`config.mk`:
```
export PLATFORM = sky130hd
export DESIGN_NAME = vga_cpu_sram_arb
export DESIGN_NICKNAME = d
export VERILOG_FILES = /design/src/rtl/arb_pkg.sv /design/src/rtl/arb_slot_phase.sv /design/src/rtl/arb_cpu_grant.sv /design/src/rtl/arb_sram_path.sv /design/src/rtl/vga_cpu_sram_arb.sv
export SDC_FILE = /design/constraint.sdc
export NUM_CORES = 1
export LEC_CHECK = 0
export BUFFER_PORTS_ARGS = -buffer_cell sky130_fd_sc_hd__buf_2
export CAP_MARGIN = 20
export CORE_ASPECT_RATIO = 0.9
export CORE_MARGIN = 3
export CORE_UTILIZATION = 35
export DETAILED_ROUTE_END_ITERATION = 7
export PLACE_DENSITY_LB_ADDON = 0.12
export REMOVE_ABC_BUFFERS = 1
export SLEW_MARGIN = 20
export SYNTH_ARGS = -nofsm -noshare
export SYNTH_HDL_FRONTEND = slang
export SYNTH_HIERARCHICAL = 1
export SYNTH_SLANG_ARGS = --single-unit
```
`constraint.sdc`:
```
create_clock -name clk -period 3 [get_ports clk]
set_input_delay 0.3 -clock clk [delete_from_list [all_inputs] [get_ports clk]]
set_output_delay 0.3 -clock clk [all_outputs]
set_load 0.01 [all_outputs]
```
`src/rtl/arb_pkg.sv`:
```
// Shared types for the display/processor SRAM arbiter.
// Assumes: one memory clock, slot phase derived by toggling.
package arb_pkg;
    // Which party owns the current memory clock cycle.
    typedef enum logic {
        SLOT_VGA = 1'b0,
        SLOT_CPU = 1'b1
    } slot_e;
endpackage

```
`src/rtl/arb_slot_phase.sv`:
```
// Slot sequencer: alternates display and processor slots on every memory
// clock. Assumes the memory clock runs at twice the pixel rate; reset parks
// the sequencer in the display slot.
module arb_slot_phase
    import arb_pkg::*;
(
    input  logic  clk,
    input  logic  rst_n,
    output slot_e slot
);
    // Toggle the slot owner every cycle; reset returns to the display slot.
    always_ff @(posedge clk) begin
        if (!rst_n) slot <= SLOT_VGA;
        else        slot <= (slot == SLOT_VGA) ? SLOT_CPU : SLOT_VGA;
    end

    // consecutive cycles out of reset never share an owner.
    a_r1_alternate: assert property (@(posedge clk) disable iff (!rst_n)
        (slot == SLOT_VGA) |=> (slot == SLOT_CPU));
endmodule

```
`src/rtl/arb_cpu_grant.sv`:
```
// Processor grant keeper: picks the lowest-numbered requester at the end of
// a display slot when idle, lets it make one access in the next processor
// slot, then holds the acknowledge until the owner drops its request.
// Assumes requesters keep their request stable until acknowledged.
module arb_cpu_grant
    import arb_pkg::*;
#(
    parameter int NCPU = 3,
    localparam int IW  = (NCPU > 1) ? $clog2(NCPU) : 1
) (
    input  logic            clk,
    input  logic            rst_n,
    input  slot_e           slot,
    input  logic [NCPU-1:0] req,
    output logic            acc,
    output logic [IW-1:0]   owner,
    output logic [NCPU-1:0] gnt
);
    logic          busy;
    logic          done;
    logic [IW-1:0] pick;

    // Fixed priority: lowest index wins.
    always_comb begin
        pick = '0;
        for (int k = NCPU - 1; k >= 0; k--) begin
            if (req[k]) pick = IW'(k);
        end
    end

    // Grant state: claim, single access, hold, release.
    always_ff @(posedge clk) begin
        if (!rst_n) begin
            busy  <= 1'b0;
            done  <= 1'b0;
            owner <= '0;
        end else if (busy) begin
            if (done && !req[owner]) busy <= 1'b0;
            else if (slot == SLOT_CPU) done <= 1'b1;
        end else if (slot == SLOT_VGA && |req) begin
            busy  <= 1'b1;
            done  <= 1'b0;
            owner <= pick;
        end
    end

    assign acc = busy && !done;

    // Acknowledge lines, one per processor.
    for (genvar i = 0; i < NCPU; i++) begin : g_gnt
        assign gnt[i] = busy && done && (owner == IW'(i));

        // a requester at arbitration time never loses to a higher index.
        a_r5_priority: assert property (@(posedge clk) disable iff (!rst_n)
            (!busy && slot == SLOT_VGA && req[i]) |=> (owner <= IW'(i)));
    end

    // at most one acknowledge at a time.
    a_r4_gnt_onehot: assert property (@(posedge clk) disable iff (!rst_n)
        $onehot0(gnt));

    // the owner keeps its grant until it has been served and released.
    a_r6_hold: assert property (@(posedge clk) disable iff (!rst_n)
        (busy && (!done || req[owner])) |=> (busy && $stable(owner)));
endmodule

```
`src/rtl/arb_sram_path.sv`:
```
// SRAM datapath: steers the address and write controls from the display
// reader or the granted processor by slot, and captures read data into the
// display register or the owner's read register. Assumes the SRAM returns
// read data within the same memory cycle.
module arb_sram_path
    import arb_pkg::*;
#(
    parameter int NCPU = 3,
    parameter int AW   = 18,
    parameter int DW   = 16,
    parameter int PIXW = 8,
    localparam int IW  = (NCPU > 1) ? $clog2(NCPU) : 1
) (
    input  logic               clk,
    input  logic               rst_n,
    input  slot_e              slot,
    input  logic               acc,
    input  logic [IW-1:0]      owner,
    input  logic [AW-1:0]      vga_addr,
    input  logic [NCPU-1:0]    cpu_we,
    input  logic [NCPU-1:0]    cpu_wide,
    input  logic [NCPU*AW-1:0] cpu_addr,
    input  logic [NCPU*DW-1:0] cpu_wdata,
    input  logic [DW-1:0]      sram_rdata,
    output logic [AW-1:0]      sram_addr,
    output logic [DW-1:0]      sram_wdata,
    output logic [1:0]         sram_be,
    output logic               sram_we_n,
    output logic               sram_drive,
    output logic [PIXW-1:0]    vga_pixel,
    output logic [NCPU*DW-1:0] cpu_rdata
);
    logic [AW-1:0] addr_a  [NCPU];
    logic [DW-1:0] wdata_a [NCPU];
    logic [DW-1:0] rd_q    [NCPU];
    logic          cpu_turn;
    logic          wr;

    // Unpack the processor buses and register one read word per processor.
    for (genvar i = 0; i < NCPU; i++) begin : g_cpu
        assign addr_a[i]  = cpu_addr[i*AW +: AW];
        assign wdata_a[i] = cpu_wdata[i*DW +: DW];
        assign cpu_rdata[i*DW +: DW] = rd_q[i];

        // Capture a read for processor i in its access slot.
        always_ff @(posedge clk) begin
            if (!rst_n) rd_q[i] <= '0;
            else if (cpu_turn && owner == IW'(i) && !cpu_we[i]) rd_q[i] <= sram_rdata;
        end
    end

    assign cpu_turn = (slot == SLOT_CPU) && acc;

    // Steer the SRAM address, write strobe and byte lanes by slot.
    always_comb begin
        wr         = cpu_turn && cpu_we[owner];
        sram_addr  = cpu_turn ? addr_a[owner] : vga_addr;
        sram_wdata = wdata_a[owner];
        sram_be    = (wr && !cpu_wide[owner]) ? 2'b01 : 2'b11;
        sram_we_n  = !(rst_n && wr);
        sram_drive = rst_n && wr;
    end

    // Capture the display byte at the end of every display slot.
    always_ff @(posedge clk) begin
        if (!rst_n) vga_pixel <= '0;
        else if (slot == SLOT_VGA) vga_pixel <= sram_rdata[PIXW-1:0];
    end

    // a write strobe only appears in a processor slot with a pending access.
    a_r7_we_in_cpu_slot: assert property (@(posedge clk) disable iff (!rst_n)
        !sram_we_n |-> (slot == SLOT_CPU && acc));

    // reset keeps the bus undriven and the strobe idle.
    a_r9_reset_quiet: assert property (@(posedge clk)
        !rst_n |-> (sram_we_n && !sram_drive));
endmodule

```
`src/rtl/vga_cpu_sram_arb.sv`:
```
// Top: one SRAM port time-shared between a display reader (every other
// memory cycle) and NCPU processors sharing the remaining cycles by fixed
// priority with a request/acknowledge handshake. Assumes memory clock = 2x
// pixel clock and a single-cycle asynchronous-read SRAM.
module vga_cpu_sram_arb
    import arb_pkg::*;
#(
    parameter int NCPU = 3,
    parameter int AW   = 18,
    parameter int DW   = 16,
    parameter int PIXW = 8
) (
    input  logic               clk,
    input  logic               rst_n,
    output logic               pix_hi,
    input  logic [AW-1:0]      vga_addr,
    output logic [PIXW-1:0]    vga_pixel,
    input  logic [NCPU-1:0]    cpu_req,
    input  logic [NCPU-1:0]    cpu_we,
    input  logic [NCPU-1:0]    cpu_wide,
    input  logic [NCPU*AW-1:0] cpu_addr,
    input  logic [NCPU*DW-1:0] cpu_wdata,
    output logic [NCPU-1:0]    cpu_gnt,
    output logic [NCPU*DW-1:0] cpu_rdata,
    output logic [AW-1:0]      sram_addr,
    output logic [DW-1:0]      sram_wdata,
    input  logic [DW-1:0]      sram_rdata,
    output logic [1:0]         sram_be,
    output logic               sram_we_n,
    output logic               sram_drive
);
    localparam int IW = (NCPU > 1) ? $clog2(NCPU) : 1;

    slot_e         slot;
    logic          acc;
    logic [IW-1:0] owner;

    arb_slot_phase u_phase (
        .clk   (clk),
        .rst_n (rst_n),
        .slot  (slot)
    );

    arb_cpu_grant #(.NCPU(NCPU)) u_grant (
        .clk   (clk),
        .rst_n (rst_n),
        .slot  (slot),
        .req   (cpu_req),
        .acc   (acc),
        .owner (owner),
        .gnt   (cpu_gnt)
    );

    arb_sram_path #(.NCPU(NCPU), .AW(AW), .DW(DW), .PIXW(PIXW)) u_path (
        .clk        (clk),
        .rst_n      (rst_n),
        .slot       (slot),
        .acc        (acc),
        .owner      (owner),
        .vga_addr   (vga_addr),
        .cpu_we     (cpu_we),
        .cpu_wide   (cpu_wide),
        .cpu_addr   (cpu_addr),
        .cpu_wdata  (cpu_wdata),
        .sram_rdata (sram_rdata),
        .sram_addr  (sram_addr),
        .sram_wdata (sram_wdata),
        .sram_be    (sram_be),
        .sram_we_n  (sram_we_n),
        .sram_drive (sram_drive),
        .vga_pixel  (vga_pixel),
        .cpu_rdata  (cpu_rdata)
    );

    assign pix_hi = (slot == SLOT_VGA);

    // the display slot always presents the scan-out address, read-only.
    a_r2_display_slot: assert property (@(posedge clk) disable iff (!rst_n)
        pix_hi |-> (sram_addr == vga_addr && sram_we_n));
endmodule

```
# Yosys cells after proc, flatten, opt, wreduce, memory -nomap -nowiden

Memories as Yosys holds them, arrays and structs flattened.
Cells that the tools add are included.
Widths: inputs -> output; s select.

Register bits after elaboration: 13
Bits in latches: 0
Bits in writable memories: 48
Memory bits (read-only): 0
Output and inout bits: 98
Word-level logic and storage cells: 85
Memories: 1

Memory list:

| memory      | depth | bits a word | rd ports | clocked after Yosys merged registers in | write ports | RTL line            | RTL |
|---|---|---|---|---|---|---|---|
| u_path.rd_q | 3     | 16          | 3        | 0                                       | 3           | arb_sram_path.sv:35 | `logic [DW-1:0] rd_q [NCPU];` |

$add $sub $neg: 0
$mul: 0
Divide/modulo/power cells: 0
Magnitude comparators: 2
Equal/unequal tests: 4
Shift operators: 0
Muxes and demuxes: 38
Bitwise logic cells: 6
Reductions and logical operators: 29

Operators by type and width:

| cell               | number |
|---|---|
| $mux 16            | 5 |
| $mux 18            | 3 |
| $bmux 18 s2        | 1 |
| $bmux 16 s2        | 1 |
| $mux 1             | 21 |
| $logic_and 1x1->1  | 17 |
| $mux 2             | 4 |
| $logic_not 1->1    | 7 |
| $bmux 1 s2         | 3 |
| $ne 2x2->1 const B | 2 |
| $ge 3x3->1 const B | 1 |
| $lt 2x3->1 const B | 1 |
| $not 2->3          | 1 |
| $or 1x1->1         | 3 |
| $reduce_and 3->1   | 1 |
| $reduce_or 3->1    | 1 |
| $eq 2x1->1 const B | 1 |
| $eq 2x2->1 const B | 1 |
| $logic_not 2->1    | 1 |
| $not 1->1          | 2 |
| $reduce_and 2->1   | 1 |
| $reduce_bool 2->1  | 1 |

# Depth between registers and ports, before layout

Gate-level depths: netlist of the first run.

Word-level depth: 9
Gate-level depth with buffers: 6
Mapped depth without buffers: 4

# By module

Netlist of the first run, hierarchy kept.

By module, submodules not included:

| module           | times used | cells each | area each (µm²) | seq. area each (µm²) |
|---|---|---|---|---|
| arb_sram_path    | 1          | 304        | 3310.7          | 1601.5 |
| arb_cpu_grant    | 1          | 26         | 225.2           | 80.1 |
| arb_slot_phase   | 1          | 2          | 33.8            | 20.0 |
| vga_cpu_sram_arb | 1          | 1          | 3.8             | 0.0 |

# Least setup slack after synthesis of the first run

No wires, ideal clock.

Path type: reg2reg
Start: register u_phase.slot
End: memory u_path.rd_q[2][0], enable pin
Setup time: 415 ps
Data arrival time: 2279 ps
Required time: 2585 ps
Path slack: 306 ps
Cell stages (with the launch flop): 5
Path through: dfxtp_1 -> buf_4 -> nand2_1 -> buf_2 -> o31ai_1

RTL lines:

| element                  | RTL line             | RTL |
|---|---|---|
| start: declaration       | arb_slot_phase.sv:9  | `output slot_e slot` |
| start signal: assignment | arb_slot_phase.sv:14 | `else slot <= (slot == SLOT_VGA) ? SLOT_CPU : SLOT_VGA;` |
| end: declaration         | arb_sram_path.sv:35  |  |

# Final worst setup path of the first run

Start: register u_grant.busy
End: output sram_addr[12]

Cells in the longest elaborated chain, start to end: 3

RTL lines:

| element                  | RTL line               | RTL |
|---|---|---|
| start: declaration       | arb_cpu_grant.sv:19    | `logic busy;` |
| start signal: assignment | arb_cpu_grant.sv:34    | `busy <= 1'b0;` |
| start signal: assignment | arb_cpu_grant.sv:38    | `if (done && !req[owner]) busy <= 1'b0;` |
| start signal: assignment | arb_cpu_grant.sv:41    | `busy <= 1'b1;` |
| $logic_and 1x1->1        | arb_cpu_grant.sv:47    | `assign acc = busy && !done;` |
| named net acc            | vga_cpu_sram_arb.sv:35 | `logic acc;` |
| $logic_and 1x1->1        | arb_sram_path.sv:52    | `assign cpu_turn = (slot == SLOT_CPU) && acc;` |
| $mux 18                  | arb_sram_path.sv:57    | `sram_addr = cpu_turn ? addr_a[owner] : vga_addr;` |
| end: declaration         | vga_cpu_sram_arb.sv:25 | `output logic [AW-1:0] sram_addr,` |

The timed path passes the listed nets, and every way through them passes these cells.

==> metrics.txt, run 1 <==
# TYPE chip_impl_metric gauge
chip_impl_info{name="result_of_the_run",value="finished, final reports clean"} 1
chip_impl_metric{name="postLayoutSetupSlackWorst",unit="ns"} 0.5219
chip_impl_metric{name="synth_async_sr_flop_share",unit="%"} 0
chip_impl_info{name="crit_reg_reg_startpoint",value="u_grant/busy$_SDFF_PN0_"} 1
chip_impl_metric{name="synth_area",unit="mm²"} 0.003573
chip_impl_metric{name="ys.warnings.count",unit=""} 6
chip_impl_info{name="synth_flop_cell",value="sky130_fd_sc_hd__edfxtp_1"} 1
chip_impl_info{name="ctsRootBufferMaster",value="sky130_fd_sc_hd__clkbuf_16"} 1
chip_impl_metric{name="min_cycle_time_layout",unit="ns"} 2.478
chip_impl_metric{name="seq_power_share",unit="%"} 40.5
chip_impl_metric{name="setup_ws_pre_cts",unit="ns"} 0.7205
chip_impl_metric{name="switching_power_total",unit="mW"} 0.6194
chip_impl_metric{name="finalWirelength",unit="µm"} 11100
chip_impl_metric{name="clk_pin_slew",unit="ns"} 0.05
chip_impl_metric{name="standard_cell_core_area",unit="mm²"} 0.009827
chip_impl_metric{name="die_h",unit="µm"} 101.9
chip_impl_metric{name="synth_compound_area_share",unit="%"} 11.87
chip_impl_metric{name="die-area",unit="mm²"} 0.01146
chip_impl_metric{name="grt_antenna_before_repair",unit=""} 2
chip_impl_metric{name="synth.mux.area_fraction",unit="%"} 12.61
chip_impl_info{name="hold_class",value="in -> reg"} 1
chip_impl_metric{name="power",unit="mW"} 2.438
chip_impl_info{name="cp-start-kind",value="register"} 1
chip_impl_metric{name="placementRows",unit=""} 34
chip_impl_metric{name="h-tree-depth",unit=""} 3
chip_impl_metric{name="grt.overflow.total",unit=""} 0
chip_impl_metric{name="critPathMaxFanout",unit=""} 21
chip_impl_metric{name="max_slew_margin",unit="%"} 39.66
chip_impl_metric{name="drt_first_pass_iters",unit=""} 4
chip_impl_info{name="path_cells",value="nor2b_1 > nand2_1 > a21oi_1 > a21oi_2 > buf_2"} 1
chip_impl_info{name="grt_setup_unrepaired",value="no"} 1
chip_impl_info{name="most_frequent_standard_cell_in_the_layout_excluding_fill_and_tap_cells",value="sky130_fd_sc_hd__buf_2"} 1
chip_impl_metric{name="clk_path_buf_depth",unit=""} 2
chip_impl_metric{name="synth_xor_area_share",unit="%"} 0
chip_impl_metric{name="post-route-period-util",unit="%"} 82.60
chip_impl_metric{name="tightestPinTransition",unit="ns"} 0.9029
chip_impl_info{name="main_combinational_cell_family_by_area_after_synthesis",value="simple AND/OR/NAND/NOR gates"} 1
chip_impl_metric{name="hold_violations",unit=""} 0
chip_impl_metric{name="routed_via_density",unit=""} 4.690
chip_impl_metric{name="cp_data_required_time",unit="ns"} 2.70
chip_impl_metric{name="syn_to_final_growth",unit="%"} 43.77
chip_impl_info{name="hold_end",value="u_path/vga_pixel[3]$_SDFFE_PN0N_"} 1
chip_impl_metric{name="starting_density_of_the_core",unit="%"} 36.36
chip_impl_metric{name="fmax",unit="MHz"} 403.5
chip_impl_metric{name="drive_gt1_share",unit="%"} 50.00
chip_impl_metric{name="first_pass_grt_wire_length",unit="µm"} 16280
chip_impl_info{name="setup.worst_path.end_class",value="output port"} 1
chip_impl_metric{name="port_buffers",unit=""} 243
chip_impl_metric{name="synth-seq-cells",unit=""} 61
chip_impl_metric{name="routabilityCongestion",unit=""} 0.7861
chip_impl_info{name="layout.cells.most_common_list",value="sky130_fd_sc_hd__buf_2, sky130_fd_sc_hd__and2_1, sky130_fd_sc_hd__edfxtp_1"} 1
chip_impl_metric{name="slew_violations",unit=""} 0
chip_impl_metric{name="postLayoutCellArea",unit="mm²"} 0.005137
chip_impl_metric{name="summed_negative_setup_slack_over_all_endpoints",unit="ns"} 0
chip_impl_info{name="setup.worst_path.class",value="reg -> out"} 1
chip_impl_metric{name="syn_avg_cell_area",unit="µm²"} 10.73
chip_impl_metric{name="synthCells",unit=""} 333
chip_impl_metric{name="wl_per_cell",unit="µm"} 15.77
chip_impl_info{name="delay_heaviest_family_cp",value="simple AND/OR/NAND/NOR gates"} 1
chip_impl_info{name="tritoncts",value="yes"} 1
chip_impl_metric{name="cts_sinks",unit=""} 61
chip_impl_metric{name="power.clock.fraction",unit="%"} 39.0
chip_impl_metric{name="rrSetupSlack",unit="ns"} 0.71
chip_impl_metric{name="power_per_cell_area",unit="mW/mm²"} 474.5
chip_impl_metric{name="final_nets",unit=""} 721
chip_impl_metric{name="antenna_left",unit=""} 0
chip_impl_metric{name="worst_clock_skew",unit="ns"} 0.006749
chip_impl_metric{name="io_pins",unit=""} 245
chip_impl_metric{name="post_cts_setup_bufs",unit=""} 0
chip_impl_metric{name="synth_simple_gate_area_share",unit="%"} 22.37
chip_impl_metric{name="largest_incremental_delay_on_the_critical_path",unit="ns"} 0.55
chip_impl_metric{name="timing.max_cap.violations",unit=""} 0
chip_impl_metric{name="first_global_vias",unit=""} 3119
chip_impl_metric{name="synthAdderAreaFrac",unit="%"} 0
chip_impl_metric{name="cts.repair.resized",unit=""} 0
chip_impl_metric{name="maximum_number_of_pins_on_one_net_before_global_route_repair",unit=""} 31
chip_impl_metric{name="combPwrFrac",unit="%"} 20.5
chip_impl_info{name="worst_r2r_endpoint",value="u_path/rd_q[0][0]$_SDFFCE_PN0P_"} 1
chip_impl_metric{name="grt_usage",unit="%"} 18.20
chip_impl_metric{name="holdBufCountCts",unit=""} 0
chip_impl_metric{name="holdWs",unit="ns"} 0.2758
chip_impl_metric{name="rr_worst_depth",unit=""} 4
chip_impl_metric{name="detailedPlacementHpwl",unit="µm"} 8674
chip_impl_metric{name="worst_ep_arrival_time",unit="ns"} 2.18
chip_impl_metric{name="vdd_ir_drop_max",unit="µV"} 296.3
chip_impl_metric{name="min_delay_path_depth",unit=""} 3
chip_impl_metric{name="insertedDiodeCount",unit=""} 0
chip_impl_metric{name="die_x",unit="µm"} 112.5
chip_impl_metric{name="intPower",unit="mW"} 1.819
chip_impl_metric{name="yosys.cell_types.count",unit=""} 42
chip_impl_info{name="cpMaxStageDelayCell",value="sky130_fd_sc_hd__nand2_1"} 1
chip_impl_metric{name="drcViolationCount",unit=""} 0
chip_impl_metric{name="power_switching_share",unit="%"} 25.41
chip_impl_metric{name="setup_violations",unit=""} 0
chip_impl_metric{name="first_iter_violations",unit=""} 189
chip_impl_metric{name="route.vias.total",unit=""} 3302
chip_impl_metric{name="clkLatencyLatePin",unit="ns"} 0.31
chip_impl_metric{name="post_placement_cell_area",unit="mm²"} 0.004857
chip_impl_info{name="hold_start",value="sram_rdata[3]"} 1
chip_impl_metric{name="worstPathBufferInverterCount",unit=""} 1
chip_impl_metric{name="final.fill_count",unit=""} 931
chip_impl_metric{name="leakagePower",unit="nW"} 2.385
chip_impl_metric{name="synth_edf_count",unit=""} 48
chip_impl_metric{name="tritoncts.num_buffers",unit=""} 9
chip_impl_metric{name="synth_sequential_area_ratio",unit="%"} 47.62
## state kept, by name, summed over array words and instances, names as in the netlist
name / count
u_phase/slot: 1
u_grant/busy: 1
u_grant/owner: 2
u_path/rd_q: 48
u_path/vga_pixel: 8
u_grant/done: 1
## worst max-delay path by stage
| stage | slack, ns | cells after the start | from | to |
|---|---|---|---|---|
| after global placement | 0.79 | 4 | u_grant/busy$_SDFF_PN0_ | u_path/rd_q[0][10]$_SDFFCE_PN0P_ |
| final | 0.52 | 5 | u_grant/busy$_SDFF_PN0_ | sram_addr[12] |
| after global routing | 0.33 | 5 | u_grant/busy$_SDFF_PN0_ | sram_addr[11] |
| after floorplan | -0.34 | 2 | u_grant/owner[0]$_SDFFE_PN0P_ | u_path/rd_q[1][0]$_SDFFCE_PN0P_ |
| after detailed placement | 0.72 | 4 | u_grant/busy$_SDFF_PN0_ | u_path/rd_q[0][10]$_SDFFCE_PN0P_ |
| after CTS | 0.54 | 5 | u_grant/busy$_SDFF_PN0_ | sram_addr[10] |
## power groups by stage
stage               logic (mW)  registers (mW)  clock network [mW]
floorplan                0.217            1.03                   0
global placement         0.497            1.00                   0
detailed placement       0.503            1.00                   0
CTS                      0.505           0.989               0.971
global route             0.547           0.994                1.02
finish                   0.499           0.988               0.951
## per-layer routing
layer | routed length (µm) | part of all wire (%) | vias up | global-route usage (%)
li1 | - | - | 1647 | -
met4 | 87 | 0.78 | 4 | 4.067
met2 | 5671 | 51 | 125 | 31.01
met1 | 4560 | 41 | 1513 | 23.15
met5 | 21 | 0.19 | - | 0
met3 | 760 | 6.8 | 13 | 5.447
## layout make-up
cell class	count	area, µm²	area share (%)
Sequential cell	61	1704	33.17
Inverter	2	7.507	0.1461
Timing Repair Buffer	253	1291	25.13
Clock buffer	9	225.2	4.384
Multi-Input combinational cell	247	1697	33.02
Clock inverter	6	55.05	1.072
Tap cell	126	157.7	3.069
## worst min-delay path, stage by stage
cell and delay [ns]:
sky130_fd_sc_hd__buf_2 0.10, sky130_fd_sc_hd__mux2i_1 0.06, sky130_fd_sc_hd__nor2b_1 0.09
## Yosys cell counts (all sizes together), types with 4 or more instances
master | count | share of area (%)
clkbuf | 4 | 0.42
a21oi | 38 | 6.3
buf | 19 | 4.8
nor2 | 22 | 2.4
nand2 | 19 | 2.0
nor2b | 12 | 2.3
dfxtp | 13 | 7.3
mux2i | 45 | 13
and2 | 49 | 8.6
or2 | 18 | 3.2
edfxtp | 48 | 40
o21ai | 17 | 2.4
## stage by stage
stage | utilization (%) | instances
after floorplan | - | 310
final | 52.28 | 704
after global placement | 49.43 | 689
after CTS | 52.28 | 704
after global routing | 52.28 | 704
after detailed placement | 49.43 | 689
## cell families (layout without fill, tap and decap cells)
family                 Yosys count  count (layout)
other                            1               1
AO/OA/AOI/OAI                   67              67
AND/OR/NAND/NOR                134             134
flip-flops                      61              61
multiplexers                    45              45
buffers and inverters           25             270
(Power assumes the default switching activity.)
==> run 2, diff against run 1 <==
--- a/config.mk
+++ b/config.mk
@@ -5,6 +5,7 @@
 export SDC_FILE = /design/constraint.sdc
 export NUM_CORES = 1
 export LEC_CHECK = 0
+export ABC_AREA = 1
 export BUFFER_PORTS_ARGS = -buffer_cell sky130_fd_sc_hd__buf_2
 export CAP_MARGIN = 20
 export CORE_ASPECT_RATIO = 0.9
==> constraint.sdc (replaced) <==
create_clock -name clk -period 2.6 [get_ports clk]
set_input_delay 0.26 -clock clk [delete_from_list [all_inputs] [get_ports clk]]
set_output_delay 0.26 -clock clk [all_outputs]
set_load 0.01 [all_outputs]
==> metrics.txt, run 2 <==
# TYPE chip_impl_metric gauge
chip_impl_metric{name="io_pins",unit=""} 245
chip_impl_metric{name="clk_pin_slew",unit="ns"} 0.06
chip_impl_metric{name="wl_per_cell",unit="µm"} 14.10
chip_impl_metric{name="setup_ws_pre_cts",unit="ns"} 0.5800
chip_impl_metric{name="first_global_vias",unit=""} 3524
chip_impl_metric{name="die-area",unit="mm²"} 0.01063
chip_impl_metric{name="finalWirelength",unit="µm"} 11130
chip_impl_metric{name="synth_area",unit="mm²"} 0.003301
chip_impl_info{name="synth.cells.most_frequent",value="sky130_fd_sc_hd__nand2_1, sky130_fd_sc_hd__nand3_1, sky130_fd_sc_hd__nor2_1"} 1
chip_impl_info{name="ctsRootBufferMaster",value="sky130_fd_sc_hd__clkbuf_8"} 1
chip_impl_metric{name="grt_antenna_before_repair",unit=""} 0
chip_impl_metric{name="post-route-period-util",unit="%"} 87.15
chip_impl_metric{name="route.vias.total",unit=""} 3674
chip_impl_metric{name="holdBufCountCts",unit=""} 0
chip_impl_info{name="hold_class",value="in -> reg"} 1
chip_impl_metric{name="vdd_ir_drop_max",unit="µV"} 375.4
chip_impl_metric{name="clkLatencyLatePin",unit="ns"} 0.33
chip_impl_metric{name="worst_ep_arrival_time",unit="ns"} 2.01
chip_impl_metric{name="fmax",unit="MHz"} 441.3
chip_impl_metric{name="postLayoutSetupSlackWorst",unit="ns"} 0.3341
chip_impl_metric{name="maximum_number_of_pins_on_one_net_before_global_route_repair",unit=""} 26
chip_impl_info{name="yosys.area.top_type",value="sky130_fd_sc_hd__edfxtp_1"} 1
chip_impl_metric{name="routabilityCongestion",unit=""} 0.7987
chip_impl_info{name="setup.worst_path.class",value="reg -> out"} 1
chip_impl_info{name="synth_most_common_cell",value="sky130_fd_sc_hd__nand2_1"} 1
chip_impl_info{name="post_synth_main_area_contributors",value="sky130_fd_sc_hd__edfxtp_1, sky130_fd_sc_hd__nand2_1, sky130_fd_sc_hd__nand3_1"} 1
chip_impl_metric{name="grt_usage",unit="%"} 20.27
chip_impl_info{name="setup.worst_path.end_class",value="output port"} 1
chip_impl_metric{name="holdWs",unit="ns"} 0.2324
chip_impl_metric{name="h-tree-depth",unit=""} 3
chip_impl_metric{name="synthCells",unit=""} 427
chip_impl_metric{name="first_iter_violations",unit=""} 184
chip_impl_metric{name="layout.cells.non_filler",unit=""} 789
chip_impl_metric{name="antenna_left",unit=""} 0
chip_impl_metric{name="power",unit="mW"} 2.460
chip_impl_info{name="tritoncts",value="yes"} 1
chip_impl_metric{name="hold_violations",unit=""} 0
chip_impl_info{name="grt_setup_unrepaired",value="no"} 1
chip_impl_metric{name="critPathMaxFanout",unit=""} 20
chip_impl_metric{name="syn_to_final_growth",unit="%"} 45.22
chip_impl_metric{name="die_x",unit="µm"} 108.4
chip_impl_metric{name="port_buffers",unit=""} 243
chip_impl_metric{name="summed_negative_setup_slack_over_all_endpoints",unit="ns"} 0
chip_impl_metric{name="timing.max_cap.violations",unit=""} 0
chip_impl_metric{name="setup_violations",unit=""} 0
chip_impl_metric{name="drive_gt1_share",unit="%"} 42.39
chip_impl_metric{name="post_cts_setup_bufs",unit=""} 0
chip_impl_metric{name="final.fill_count",unit=""} 888
chip_impl_metric{name="min_cycle_time_layout",unit="ns"} 2.266
chip_impl_info{name="largest_registers",value="u_path/rd_q: 48 flops, u_path/vga_pixel: 8 flops, u_grant/owner: 2 flops"} 1
chip_impl_metric{name="drt_first_pass_iters",unit=""} 5
chip_impl_metric{name="leakagePower",unit="nW"} 2.563
chip_impl_metric{name="synth_async_sr_flop_share",unit="%"} 0
chip_impl_metric{name="synth_sequential_area_ratio",unit="%"} 51.55
chip_impl_metric{name="tightestPinTransition",unit="ns"} 0.6540
chip_impl_metric{name="tritoncts.num_buffers",unit=""} 9
chip_impl_metric{name="clk_path_buf_depth",unit=""} 2
chip_impl_metric{name="yosys.cell_types.count",unit=""} 24
chip_impl_metric{name="worst_clock_skew",unit="ns"} 0.004713
chip_impl_metric{name="place_inst",unit=""} 773
chip_impl_info{name="most_frequent_standard_cell_in_the_layout_excluding_fill_and_tap_cells",value="sky130_fd_sc_hd__buf_2"} 1
chip_impl_metric{name="postLayoutCellArea",unit="mm²"} 0.004793
chip_impl_metric{name="routed_via_density",unit=""} 4.657
chip_impl_metric{name="synth_top_area_share",unit="%"} 43.67
chip_impl_metric{name="syn_avg_cell_area",unit="µm²"} 7.730
chip_impl_metric{name="post_placement_cell_area",unit="mm²"} 0.004602
chip_impl_metric{name="power_per_cell_area",unit="mW/mm²"} 513.2
chip_impl_metric{name="starting_density_of_the_core",unit="%"} 37.13
chip_impl_info{name="result_of_the_run",value="finished, final reports clean"} 1
chip_impl_metric{name="ys.warnings.count",unit=""} 6
chip_impl_info{name="synth_flop_cell",value="sky130_fd_sc_hd__edfxtp_1"} 1
chip_impl_metric{name="drcViolationCount",unit=""} 0
chip_impl_metric{name="die_h",unit="µm"} 98.13
chip_impl_metric{name="cts_sinks",unit=""} 61
chip_impl_metric{name="insertedDiodeCount",unit=""} 0
chip_impl_metric{name="standard_cell_core_area",unit="mm²"} 0.008889
chip_impl_metric{name="slew_violations",unit=""} 0
chip_impl_metric{name="cp_data_required_time",unit="ns"} 2.34
chip_impl_info{name="layout.cells.most_common_list",value="sky130_fd_sc_hd__buf_2, sky130_fd_sc_hd__nand2_1, sky130_fd_sc_hd__nand3_1"} 1
chip_impl_info{name="cp-start-kind",value="register"} 1
chip_impl_metric{name="grt.overflow.total",unit=""} 0
chip_impl_metric{name="cts.repair.resized",unit=""} 0
chip_impl_metric{name="final_nets",unit=""} 812
chip_impl_metric{name="synth_edf_count",unit=""} 48
chip_impl_metric{name="max_ffs_per_register",unit=""} 48
chip_impl_metric{name="postLayoutCoreUtil",unit="%"} 53.93
chip_impl_metric{name="first_pass_grt_wire_length",unit="µm"} 17040
chip_impl_metric{name="placementRows",unit=""} 32
chip_impl_metric{name="detailedPlacementHpwl",unit="µm"} 8562
chip_impl_info{name="registers.top_by_ff_count",value="u_path/rd_q"} 1
chip_impl_metric{name="max_slew_margin",unit="%"} 56.30
chip_impl_metric{name="synth-seq-cells",unit=""} 61
-- run 2: area by class of cell --
cell class                      instances  area (µm²)  share of cell area (%)
Tap cell                              119       148.9                   3.106
Timing Repair Buffer                  250        1269                   26.47
Multi-Input combinational cell        310        1359                   28.35
Inverter                               33       123.9                   2.584
Clock buffer                           10       127.6                   2.662
Clock inverter                          6       63.81                   1.331
Sequential cell                        61        1702                   35.50
-- run 2: cell families after synthesis --
family          after synthesis  synth area share [%]
buf+inv                      56                 7.354
simple gates                288                 37.57
other cells                   1                0.1136
compound gates               21                 3.412
flops                        61                 51.55
-- run 2: critical path, cell delays in order, from the launching register on --
cell and delay [ns]:
sky130_fd_sc_hd__dfxtp_1 0.41, sky130_fd_sc_hd__inv_1 0.08, sky130_fd_sc_hd__nor2_1 0.11, sky130_fd_sc_hd__nand2_2 0.26, sky130_fd_sc_hd__inv_2 0.24, sky130_fd_sc_hd__buf_4 0.27
sky130_fd_sc_hd__nand2_1 0.08, sky130_fd_sc_hd__nor2_1 0.09, sky130_fd_sc_hd__buf_2 0.14
-- run 2: metal layers --
metal  vias to the layer above  GRT usage [%]  wire [µm]
met1                      1644          25.15       4550
met3                        19          5.552        843
met4                         0          6.796        227
met2                       143          34.03       5505
li1                       1868              -          -
met5                         -              0          0
-- run 2: final timing paths --
check / startpoint / end / slack, ns / depth (start not counted)
setup / recovery: u_grant/busy$_SDFF_PN0_ / sram_drive / 0.33 / 8
hold / removal: cpu_req[2] / u_grant/owner[1]$_SDFFE_PN0P_ / 0.23 / 3
setup reg to reg: u_grant/busy$_SDFF_PN0_ / u_path/rd_q[1][14]$_SDFFCE_PN0P_ / 0.58 / 6
hold reg to reg: u_path/vga_pixel[3]$_SDFFE_PN0N_ / u_path/vga_pixel[3]$_SDFFE_PN0N_ / 0.54 / 2
-- run 2: where the power goes --
| group | switching (mW) | internal [mW] |
|---|---|---|
| Combinational | 0.312 | 0.227 |
| Sequential | 0.0227 | 1.10 |
| Clock | 0.362 | 0.440 |
